### config.mk
export PLATFORM = sky130hd
export DESIGN_NAME = row_bound_dec
export DESIGN_NICKNAME = d
export VERILOG_FILES = /design/src/rtl/row_bound_pkg.sv /design/src/rtl/rbd_regfile.sv /design/src/rtl/rbd_match.sv /design/src/rtl/rbd_out.sv /design/src/rtl/row_bound_dec.sv
export SDC_FILE = /design/constraint.sdc
export NUM_CORES = 1
export LEC_CHECK = 0
export ABC_AREA = 0
export BUFFER_PORTS_ARGS = -buffer_cell sky130_fd_sc_hd__buf_2
export CAP_MARGIN = 20
export CORE_AREA = 2 2 117 119
export CTS_CLUSTER_DIAMETER = 100
export DETAILED_ROUTE_END_ITERATION = 10
export DIE_AREA = 0 0 119 121
export GPL_TIMING_DRIVEN = 0
export HOLD_SLACK_MARGIN = 0.08
export PLACE_DENSITY = 0.71
export SLEW_MARGIN = 20
export SYNTH_ARGS = -nofsm -noshare
export SYNTH_HDL_FRONTEND = slang
export SYNTH_SLANG_ARGS = --single-unit
### constraint.sdc
create_clock -name clk -period 2.1 [get_ports clk]
set_input_delay 0.42 -clock clk [delete_from_list [all_inputs] [get_ports clk]]
set_output_delay 0.42 -clock clk [all_outputs]
set_load 0.01 [all_outputs]
### src/rtl/row_bound_pkg.sv
package row_bound_pkg;

  typedef enum logic {
    DENS_16M = 1'b0,
    DENS_64M = 1'b1
  } dens_e;

  typedef enum logic {
    MT_SYNC   = 1'b0,
    MT_RASCAS = 1'b1
  } memtype_e;

  // Bank lines for a hit: one address bit for small devices, two for large.
  function automatic logic [1:0] bank_pick(input logic [63:0] addr,
                                           input logic        dense,
                                           input int          pos16,
                                           input int          pos64);
    logic [63:0] s16;
    logic [63:0] s64;
    s16 = addr >> pos16;
    s64 = addr >> pos64;
    return dense ? {s64[1], s64[0]} : {1'b0, s16[0]};
  endfunction

  // Byte-lane drive: synchronous masks follow the enables on every lookup,
  // column strobes stay idle when no row answers.
  function automatic logic lane_idle(input logic rascas, input logic any_row);
    return rascas && !any_row;
  endfunction

endpackage

### src/rtl/rbd_regfile.sv
module rbd_regfile #(
  parameter int ROWS  = 8,
  parameter int BND_W = 8,
  localparam int ROW_W = $clog2(ROWS)
) (
  input  logic                        clk,
  input  logic                        rst_n,
  input  logic                        busy,
  input  logic                        wr,
  input  logic [ROW_W-1:0]            wr_row,
  input  logic [BND_W-1:0]            wr_bound,
  input  logic                        wr_dense,
  output logic [ROWS-1:0][BND_W-1:0]  bounds,
  output logic [ROWS-1:0]             dense,
  output logic                        pend_valid,
  output logic                        commit_any
);

  logic [ROW_W-1:0] pend_row;
  logic [BND_W-1:0] pend_bound;
  logic             pend_dense;
  logic             commit_new;
  logic             commit_pend;

  assign commit_new  = wr && !busy;
  assign commit_pend = pend_valid && !busy;
  assign commit_any  = commit_new || commit_pend;

  // Parking slot for a write that met an active lookup; the newest one wins.
  always_ff @(posedge clk or negedge rst_n) begin
    if (!rst_n) begin
      pend_valid <= 1'b0;
      pend_row   <= '0;
      pend_bound <= '0;
      pend_dense <= 1'b0;
    end else if (busy && wr) begin
      pend_valid <= 1'b1;
      pend_row   <= wr_row;
      pend_bound <= wr_bound;
      pend_dense <= wr_dense;
    end else if (!busy) begin
      pend_valid <= 1'b0;
    end
  end

  for (genvar r = 0; r < ROWS; r++) begin : g_row
    logic hit_new;
    logic hit_pend;
    assign hit_new  = commit_new  && (wr_row   == ROW_W'(r));
    assign hit_pend = commit_pend && (pend_row == ROW_W'(r));

    always_ff @(posedge clk or negedge rst_n) begin
      if (!rst_n) begin
        bounds[r] <= '0;
        dense[r]  <= 1'b0;
      end else if (hit_new) begin
        bounds[r] <= wr_bound;
        dense[r]  <= wr_dense;
      end else if (hit_pend) begin
        bounds[r] <= pend_bound;
        dense[r]  <= pend_dense;
      end
    end
  end

endmodule

### src/rtl/rbd_match.sv
module rbd_match #(
  parameter int ROWS   = 8,
  parameter int BND_W  = 8,
  parameter int PAGE_W = 9,
  localparam int CMP_W = (BND_W > PAGE_W) ? BND_W : PAGE_W
) (
  input  logic [PAGE_W-1:0]           page,
  input  logic [ROWS-1:0][BND_W-1:0]  bounds,
  input  logic [ROWS-1:0]             dense,
  output logic [ROWS-1:0]             sel,
  output logic                        any_row,
  output logic                        dense_hit
);

  logic [ROWS-1:0] above;
  logic [ROWS:0]   seen;
  logic [CMP_W-1:0] page_x;

  assign page_x  = CMP_W'(page);
  assign seen[0] = 1'b0;

  // Lowest row whose running total lies beyond the page; empty rows lose to
  // the row below them because that row already sees the same total.
  for (genvar r = 0; r < ROWS; r++) begin : g_cmp
    assign above[r]  = page_x < CMP_W'(bounds[r]);
    assign sel[r]    = above[r] && !seen[r];
    assign seen[r+1] = seen[r] || above[r];
  end

  assign any_row   = seen[ROWS];
  assign dense_hit = |(sel & dense);

endmodule

### src/rtl/rbd_out.sv
module rbd_out #(
  parameter int ROWS   = 8,
  parameter int LANES  = 8,
  parameter int COPIES = 2
) (
  input  logic             clk,
  input  logic             rst_n,
  input  logic             valid,
  input  logic             rascas,
  input  logic [ROWS-1:0]  sel,
  input  logic             any_row,
  input  logic [LANES-1:0] be,
  input  logic [1:0]       bank_in,
  output logic [COPIES-1:0][ROWS-1:0] sel_n,
  output logic [LANES-1:0] lane_n,
  output logic [1:0]       bank_sel,
  output logic             hit,
  output logic             miss
);
  import row_bound_pkg::*;

  // Separate flops per copy so each drives its own load.
  for (genvar c = 0; c < COPIES; c++) begin : g_copy
    always_ff @(posedge clk or negedge rst_n) begin
      if (!rst_n)     sel_n[c] <= '1;
      else if (valid) sel_n[c] <= ~sel;
      else            sel_n[c] <= '1;
    end
  end

  always_ff @(posedge clk or negedge rst_n) begin
    if (!rst_n) begin
      lane_n   <= '1;
      bank_sel <= '0;
      hit      <= 1'b0;
      miss     <= 1'b0;
    end else if (valid) begin
      lane_n   <= lane_idle(rascas, any_row) ? '1 : ~be;
      bank_sel <= any_row ? bank_in : 2'b00;
      hit      <= any_row;
      miss     <= !any_row;
    end else begin
      lane_n   <= '1;
      bank_sel <= '0;
      hit      <= 1'b0;
      miss     <= 1'b0;
    end
  end

endmodule

### src/rtl/row_bound_dec.sv
module row_bound_dec #(
  parameter int ROWS     = 8,
  parameter int ADDR_W   = 32,
  parameter int BND_W    = 8,
  parameter int UNIT_LSB = 23,
  parameter int LANES    = 8,
  parameter int BA16_BIT = 12,
  parameter int BA64_LSB = 13,
  localparam int ROW_W   = $clog2(ROWS),
  localparam int PAGE_W  = ADDR_W - UNIT_LSB
) (
  input  logic              clk,
  input  logic              rst_n,
  input  logic              cfg_wr,
  input  logic [ROW_W-1:0]  cfg_row,
  input  logic [BND_W-1:0]  cfg_bound,
  input  logic              cfg_dense,
  input  logic              mode_rascas,
  input  logic              req_valid,
  input  logic [ADDR_W-1:0] req_addr,
  input  logic [LANES-1:0]  req_be,
  output logic [ROWS-1:0]   sel_a_n,
  output logic [ROWS-1:0]   sel_b_n,
  output logic [LANES-1:0]  lane_n,
  output logic [1:0]        bank_sel,
  output logic              hit,
  output logic              miss
);
  import row_bound_pkg::*;

  logic [ROWS-1:0][BND_W-1:0] bounds;
  logic [ROWS-1:0]            dense;
  logic                       pend_valid;
  logic                       commit_any;
  logic [PAGE_W-1:0]          page;
  logic [ROWS-1:0]            sel_nxt;
  logic                       any_nxt;
  logic                       dense_hit;
  logic [1:0]                 bank_nxt;
  logic [1:0][ROWS-1:0]       sel_copies;

  assign page     = req_addr[ADDR_W-1:UNIT_LSB];
  assign bank_nxt = bank_pick(64'(req_addr), dense_hit, BA16_BIT, BA64_LSB);

  rbd_regfile #(.ROWS(ROWS), .BND_W(BND_W)) u_regs (
    .clk        (clk),
    .rst_n      (rst_n),
    .busy       (req_valid),
    .wr         (cfg_wr),
    .wr_row     (cfg_row),
    .wr_bound   (cfg_bound),
    .wr_dense   (cfg_dense),
    .bounds     (bounds),
    .dense      (dense),
    .pend_valid (pend_valid),
    .commit_any (commit_any)
  );

  rbd_match #(.ROWS(ROWS), .BND_W(BND_W), .PAGE_W(PAGE_W)) u_match (
    .page      (page),
    .bounds    (bounds),
    .dense     (dense),
    .sel       (sel_nxt),
    .any_row   (any_nxt),
    .dense_hit (dense_hit)
  );

  rbd_out #(.ROWS(ROWS), .LANES(LANES), .COPIES(2)) u_out (
    .clk      (clk),
    .rst_n    (rst_n),
    .valid    (req_valid),
    .rascas   (mode_rascas),
    .sel      (sel_nxt),
    .any_row  (any_nxt),
    .be       (req_be),
    .bank_in  (bank_nxt),
    .sel_n    (sel_copies),
    .lane_n   (lane_n),
    .bank_sel (bank_sel),
    .hit      (hit),
    .miss     (miss)
  );

  assign sel_a_n = sel_copies[0];
  assign sel_b_n = sel_copies[1];

endmodule

* Yosys cells after proc, flatten, opt, wreduce, memory -nomap -nowiden *
Cells that the tools add are included.

word-level totals
  register bits after elaboration = 105
  bits of input ports = 57
  logic and storage cells = 147
  output and inout port bits = 28

operators by class
  order comparisons = 8
  reductions and logical operators = 54
  mux-type cells = 42
  bitwise operators = 3
  equality and inequality tests = 15

operators with widths
  operator              number
  $mux W8               19
  $lt A9 B8 Y1          8
  $logic_and A1 B1 Y1   27
  $eq A3 B3 Y1 const B  8
  $mux W1               20
  $not A8 Y8            2
  $reduce_bool A2 Y1    8
  $eq A3 B2 Y1 const B  4
  $logic_not A1 Y1      9
  $and A8 B8 Y8         1
  $reduce_or A8 Y1      1
  $logic_or A1 B1 Y1    7
  $eq A3 B1 Y1 const B  2
  $logic_not A3 Y1      2
  $mux W2               3
  $ne A2 B1 Y1 const B  1

* Longest topological paths before layout *
Gate-level depths: netlist (run 1).

  depth in word-level cells = 14
  depth in mapped cells = 9

* Hierarchy *
A second synthesis (run 1) with hierarchy kept.

unflattened totals
  cells, all modules = 780
  area total of the unflattened synthesis = 6787.8 um^2

by module, submodules not included
  module         instances  sequential area each (um^2)  cells an instance  area each (um^2)
  rbd_regfile    1          2127.0                       501                4418.0
  rbd_match      1          0.0                          225                1627.8
  rbd_out        1          520.5                        52                 719.4
  row_bound_dec  1          0.0                          2                  22.5

* Least setup slack after synthesis (run 1) *
Ideal clock, no wire load.

  path kind = input to register
  from = input req_addr[25]
  to = register u_out.bank_sel[1]
  data required time = 1.980 ns
  stages on the path = 8
  arrival time = 2.165 ns
  path slack = -0.184 ns
  cells stage by stage = ha_1 -> or4_1 -> a21oi_1 -> o31a_2 -> mux2_4 -> o2111ai_2 -> o211ai_2 -> and3_1

on the way
  word-level cells in the longest chain between the ends = 14

ends and longest elaborated chain
  element                           line                 RTL
  start, declared                   row_bound_dec.sv:20  input logic [ADDR_W-1:0] req_addr,
  $lt A9 B8 Y1                      rbd_match.sv:25      assign above[r] = page_x < CMP_W'(bounds[r]);
  $logic_or A1 B1 Y1 (6 in series)  rbd_match.sv:27      assign seen[r+1] = seen[r] || above[r];
  $logic_not A1 Y1                  rbd_match.sv:26      assign sel[r] = above[r] && !seen[r];
  $logic_and A1 B1 Y1               rbd_match.sv:26
  $and A8 B8 Y8                     rbd_match.sv:31      assign dense_hit = |(sel & dense);
  $reduce_or A8 Y1                  rbd_match.sv:31
  $mux W2                           row_bound_pkg.sv:22  return dense ? {s64[1], s64[0]} : {1'b0, s16[0]};
  $mux W2 *                         rbd_out.sv:39        bank_sel <= any_row ? bank_in : 2'b00;
  $mux W2 *                         rbd_out.sv:37        end else if (valid) begin
  end signal, assigned              rbd_out.sv:39
  end, declared                     rbd_out.sv:16        output logic [1:0] bank_sel,

Mark *: on every way between the ends. The rest lies on a longest branch, timed or not.
A chain may end at the register's enable or synchronous reset.

* Worst setup path after layout (run 1) *
  from = register u_regs.bounds[51] (netlist name)
  to = register u_out.bank_sel[1]

on the way
  word-level cells in the longest chain between the ends = 9

ends and longest elaborated chain
  element                          line                 RTL
  start, declared                  rbd_regfile.sv:13    output logic [ROWS-1:0][BND_W-1:0] bounds,
  start signal, assigned by index  rbd_regfile.sv:57    bounds[r] <= wr_bound;
  start signal, assigned by index  rbd_regfile.sv:60    bounds[r] <= pend_bound;
  $lt A9 B8 Y1 *                   rbd_match.sv:25
  $logic_or A1 B1 Y1               rbd_match.sv:27
  $logic_not A1 Y1                 rbd_match.sv:26
  $logic_and A1 B1 Y1              rbd_match.sv:26
  $and A8 B8 Y8                    rbd_match.sv:31
  $reduce_or A8 Y1                 rbd_match.sv:31
  $mux W2                          row_bound_pkg.sv:22
  $mux W2 *                        rbd_out.sv:39
  $mux W2 *                        rbd_out.sv:37

Marked as above.

==> results.yml, run 1 <==
outcome:
  status: "finished, violations left"
  violations: "setup timing"
die:
  start_util: 0.476
  core_area_um2: 13100
  rows: 42
  die_y_um: 121
  dieArea_um2: 14400
  die_x_um: 119
  io_pins: 85
worst_hold_path:
  hold_class: "in2reg"
  hold_depth: 2
setup_path:
  crit_fanout: 2
  cp_data_required_time_ns: 2.35
  r2r_cells: 9
  worstPathArrival_ns: 2.56
  start_kind: "flop"
  worstSetupPathType: "reg2reg"
  cp-end-kind: "flop"
timing:
  post-route-period-util: 1.10
  max_freq_mhz: 432
  tightest_slew_ns: 0.765
  worst_slack_ns: -0.212
  hold_violations: 0
  maxSlewViolCount: 0
  skew_ns: 0.00373
  finalSetupViolations: 10
  maxSlewHeadroom: 0.490
  rsz0062_at_grt: "yes"
  holdWs_ns: 0.179
  fin_crit_ns: 2.31
logic_synthesis:
  synth.area.mux_share: 0.141
  synth_cell_types: 47
  netlist_area_um2: 6230
  synth-xor-area-share: 0
  synth_top_family_by_area: "multiplexers"
  seq_area_frac_synth: 0.425
  synth_ff_type: "dfrtp_1"
  yosys.area_share.adder: 0.112
  ys_seq_elements: 105
  synth_area_per_cell_um2: 9.50
  synth_compound_area_frac: 0.123
  synthArstFlopShare: 1.00
  synth_edf_count: 0
  yosysWarnings: 0
  syn_inst: 656
  postSynthNetCount: 769
  synth_simple_gate_area_share: 0.128
routing:
  detail-route-antenna-nets: 0
  route.met2.wl_mm: 7.65
  finalWirelength_mm: 16.3
  first_iter_violations: 501
  vias: 5096
  viasPerCell: 5.55
  wl_met3_um: 917
  drtPass1Iterations: 5
  wl_per_cell_um: 17.7
  drc_errors: 0
  m1WireLength_mm: 7.26
  highest_layer: "met4"
finish:
  final_cell_mix: "89 x dfrtp_1, 73 x mux2i_1, 62 x nand2_1, 57 x buf_2, 55 x inv_1"
  nets: 850
  drive_gt1_frac: 0.241
  diodes: 0
  layout_commonest_cell: "dfrtp_1"
  synthToLayoutAreaGrowth_pct: 19.6
  utilization: 0.570
pwr:
  p_leak_uw: 0.00350
  p_per_area_nw_per_um2: 989
  ir_drop_v: 0.000471
cts:
  cts_buffers: 9
  cts_max_level: 3
  cts_root_buffer: "clkbuf_16"
  clkTransAtPathRegs_ns: 0.07
  cts_sinks: 105
  cts_tree: "yes"
  cts_buffer_depth: 2
  clock_latency_ns: 0.36
placement:
  dpl.hpwl_mm: 11.5
  io_buffer_count: 51
  gp_congestion: 0.829
grt:
  grt_pass1_wl_mm: 25.8
  grt_util_all_layers: 0.233
  grt_overflow_total: 0
  grt_max_degree: 61
  antenna_found_initial: 0
  grt_pass1_vias: 5009
run:
  cap_violations: 0
layout make-up:
| type | instances | area, um^2 |
|---|---|---|
| Buffer | 46 | 215 |
| Clock buffer | 13 | 250 |
| Clock inverter | 3 | 40.0 |
| Fill cell | 1091 | 5630 |
| Inverter | 61 | 233 |
| Multi-Input combinational cell | 444 | 3420 |
| Sequential cell | 105 | 2650 |
| Tap cell | 176 | 220 |
| Timing Repair Buffer | 70 | 430 |
through the flow:
step | std cells | instance area (um^2) | worst slack [ns] | power (uW) | setup TNS (ns)
floorplan | 656 | 6260 | -0.0716 | 4530 | -0.122
global placement | 883 | 6730 | -0.559 | 5040 | -59.29
CTS | 905 | 7200 | -0.231 | 7070 | -1.05
finish | 918 | 7450 | -0.212 | 7370 | -0.659
detailed placement | 884 | 6770 | -0.560 | 5210 | -17.13
global route | 918 | 7450 | -0.264 | 7870 | -1.77
critical path, stage by stage, from the launching register on:
cell and delay [ns]:
dfrtp_1 0.36, inv_2 0.05, ha_4 0.15, or4_4 0.54, a21oi_4 0.16, o31a_4 0.17
mux2_4 0.30, o2111ai_2 0.17, o211ai_2 0.13, and3_1 0.18
final timing paths:
check | end | slack [ns] | start
max | u_out.bank_sel[1] | -0.21 | u_regs.bounds[51]
min | u_out.lane_n[2] | 0.18 | req_be[2]
max reg2reg | u_out.bank_sel[1] | -0.21 | u_regs.bounds[51]
min reg2reg | u_regs.dense[3] | 0.56 | u_regs.dense[3]
max in group asynchronous | u_out.sel_n[2] | 0.85 | rst_n
min in group asynchronous | u_regs.dense[6] | 0.57 | rst_n
Yosys cell counts, drive strengths merged (2+ instances only):
cell type / instances / area [um^2]
buf: 15 / 95.1
a21o: 4 / 30.0
mux2i: 73 / 731
a21oi: 56 / 292
a211oi: 6 / 50.1
and3: 8 / 50.1
o21ai: 45 / 225
nor2b: 3 / 18.8
dfrtp: 89 / 2230
clkbuf: 31 / 116
nor3b: 6 / 55.1
nand2: 62 / 233
a31oi: 5 / 31.3
nand2b: 3 / 18.8
mux2: 13 / 150
nor2: 51 / 194
and2: 2 / 12.5
nand4: 2 / 12.5
nand3b: 6 / 45.0
inv: 60 / 225
nor3: 2 / 10.0
and2b: 3 / 22.5
nand3: 19 / 95.1
o211ai: 5 / 42.5
o21a: 2 / 15.0
ha: 56 / 701
dfstp: 16 / 420
flip-flops by register name, indices dropped and copies added, names as in the netlist:
register and flops:
u_out.hit 1, u_out.bank_sel 2, u_out.lane_n 8, u_regs.pend_bound 8
u_regs.bounds 64, u_regs.pend_dense 1, u_out.sel_n 8, u_regs.dense 8
u_out.miss 1, u_regs.pend_valid 1, u_regs.pend_row 3
where the power goes:
group / internal [uW] / switching, uW
clock network: 956 / 762
logic: 1260 / 1470
registers: 2610 / 306
total: 4830 / 2540
routing by layer:
layer | up-vias | track usage
met5 | - | 0
met4 | 0 | 0.100
met3 | 35 | 0.0324
met2 | 190 | 0.385
met1 | 2472 | 0.309
li1 | 2399 | -
logic make-up (layout without fill, tap and decap cells):
| family | after synthesis | in the layout |
|---|---|---|
| and+or+nand+nor | 171 | 171 |
| AOI/OAI and AO/OA | 131 | 131 |
| buffers and inverters | 107 | 193 |
| DFF | 105 | 105 |
| muxes | 86 | 86 |
| adders and majority gates | 56 | 56 |
what timing repair did:
item / CTS / global route
gates resized for setup: 20 / 37
pin swaps: 8 / 22
endpoints found under the setup margin: 18 / 38
endpoints found under the hold margin: 42 / 0
setup buffers: 4 / 13
hold buffers: 1 / 0
No activity file was read; power rests on OpenSTA's default activity.
==> run 2, diff against run 1 <==
--- a/config.mk
+++ b/config.mk
@@ -14,7 +14,8 @@
 export DIE_AREA = 0 0 119 121
 export GPL_TIMING_DRIVEN = 0
 export HOLD_SLACK_MARGIN = 0.08
-export PLACE_DENSITY = 0.71
+export PLACE_DENSITY = 0.68
+export SKIP_CTS_REPAIR_TIMING = 1
 export SLEW_MARGIN = 20
 export SYNTH_ARGS = -nofsm -noshare
 export SYNTH_HDL_FRONTEND = slang
==> constraint.sdc (replaced) <==
create_clock -name clk -period 2.71 [get_ports clk]
set_input_delay 0.542 -clock clk [delete_from_list [all_inputs] [get_ports clk]]
set_output_delay 0.542 -clock clk [all_outputs]
set_load 0.01 [all_outputs]
==> results.yml, run 2 (synthesis results as in run 1) <==
outcome:
  status: "finished, final reports clean"
routing:
  detail-route-antenna-nets: 0
  first_iter_violations: 321
  viasPerCell: 5.50
  finalWirelength_mm: 15.7
  drtPass1Iterations: 5
  wl_per_cell_um: 17.5
  vias: 4950
  drc_errors: 0
placement:
  io_buffer_count: 51
  place_ws_ns: -0.188
  gp_congestion: 0.877
  dpl_cell_area_um2: 6740
  dpl.hpwl_mm: 11.5
cts:
  clock_latency_ns: 0.36
  clkTransAtPathRegs_ns: 0.07
  cts_root_buffer: "clkbuf_16"
  cts_max_level: 3
  cts_tree: "yes"
  cts_buffers: 9
  cts_sinks: 105
  cts_buffer_depth: 2
pwr:
  p_per_area_nw_per_um2: 760
  p_int_uw: 3530
  p_seq_frac: 0.423
  ir_drop_v: 0.000356
  comb_power_share: 0.329
  switching_power_uw: 1810
  swShare: 0.339
  p_leak_uw: 0.00337
  clkPwrFrac: 0.248
die:
  io_pins: 85
  rows: 42
  start_util: 0.476
  core_area_um2: 13100
  die_x_um: 119
  die_y_um: 121
  dieArea_um2: 14400
finish:
  drive_gt1_frac: 0.166
  multi_input_area_um2: 3140
  final_cell_mix: "89 x dfrtp_1, 73 x mux2i_1, 62 x nand2_1, 60 x inv_1, 57 x buf_2"
  layout_commonest_cell: "dfrtp_1"
  nets: 832
  top_register: "u_regs.bounds"
  seqCellArea_um2: 2650
  largest_reg_flops: 64
  num-fill-cells: 1184
  diodes: 0
  synthToLayoutAreaGrowth_pct: 13.0
  stdcell_area_um2: 7040
setup_path:
  worstSetupPathType: "in2reg"
  r2r_start: "u_regs.bounds[51]"
  worstPathArrival_ns: 2.81
  cp-end-kind: "flop"
  start_kind: "primary input"
  critPathLaunch: "req_addr[25]"
  cp_data_required_time_ns: 2.96
  crit_fanout: 8
grt:
  grt_pass1_wl_mm: 25.3
  grt_pass1_vias: 4892
  antenna_found_initial: 0
  grt_util_all_layers: 0.229
  grt_max_degree: 59
  grt_overflow_total: 0
timing:
  finalSetupViolations: 0
  tightest_slew_ns: 0.774
  maxSlewHeadroom: 0.484
  fin_crit_ns: 2.56
  holdWs_ns: 0.120
  skew_ns: 0.00988
  max_freq_mhz: 390
  maxSlewViolCount: 0
  post-route-period-util: 0.945
  hold_violations: 0
  rsz0062_at_grt: "no"
  worst_slack_ns: 0.148
worst_hold_path:
  hold_class: "in2async"
run:
  cap_violations: 0
## run 2: cell types whose count changed in the layout (fill, tap and decap cells not counted), sizes merged
cell and delta:
clkinvlp +1, buf -17, clkinv +1, clkbuf -2
dlygate4sd3 -1
## run 2: worst max-delay path, cell delays in order
cell and delay (ns):
buf_2 0.19, ha_1 0.24, or4_1 0.52, a21oi_1 0.21, o31a_2 0.24, mux2_4 0.31
o2111ai_2 0.19, o211ai_2 0.15, and3_1 0.20
## run 2: routing by layer
| metal | vias to the layer above | routed length, um | GRT usage |
|---|---|---|---|
| met4 | 0 | 484 | 0.107 |
| met2 | 183 | 7040 | 0.362 |
| met5 | - | 0 | 0 |
| met3 | 33 | 1000 | 0.0357 |
| li1 | 2369 | - | - |
| met1 | 2365 | 7190 | 0.310 |
## run 2: area by class of cell
cell class              instances  area share
well taps                     176      0.0313
clock buffers                  11      0.0345
repair buffers                 52      0.0411
plain buffers                  46      0.0300
flip-flops and latches        105       0.376
multi-input cells             444       0.447
clock inverters                 5     0.00782
inverters                      61      0.0325
## run 2: path summary, 6_finish.rpt
check | end | slack (ns) | depth (start not counted)
min | u_regs.bounds[59] | 0.12 | 1
max reg2reg | u_out.bank_sel[1] | 0.18 | 9
max in group asynchronous | u_regs.bounds[4] | 1.93 | 2
min reg2reg | u_regs.dense[5] | 0.57 | 2
min in group clk | u_out.lane_n[1] | 0.30 | 2
max | u_out.bank_sel[1] | 0.15 | 9
## run 2: metrics by stage
step                TNS, ns  power, uW  instances  utilization
finish                    0       5350        900        0.538
global route              0       5730        900        0.538
CTS                       0       5360        900        0.538
detailed placement   -0.563       4030        884        0.515
global placement      -2.40       3900        883        0.513
floorplan                 0       3500        656            -
## run 2: power by group through the flow
stage | sequential [uW] | clock (uW) | combinational, uW
after floorplan | 2240 | 0 | 1260
after global placement | 2250 | 0 | 1650
after detailed placement | 2280 | 0 | 1750
after CTS | 2260 | 1340 | 1760
after global routing | 2310 | 1400 | 2020
final | 2260 | 1330 | 1760
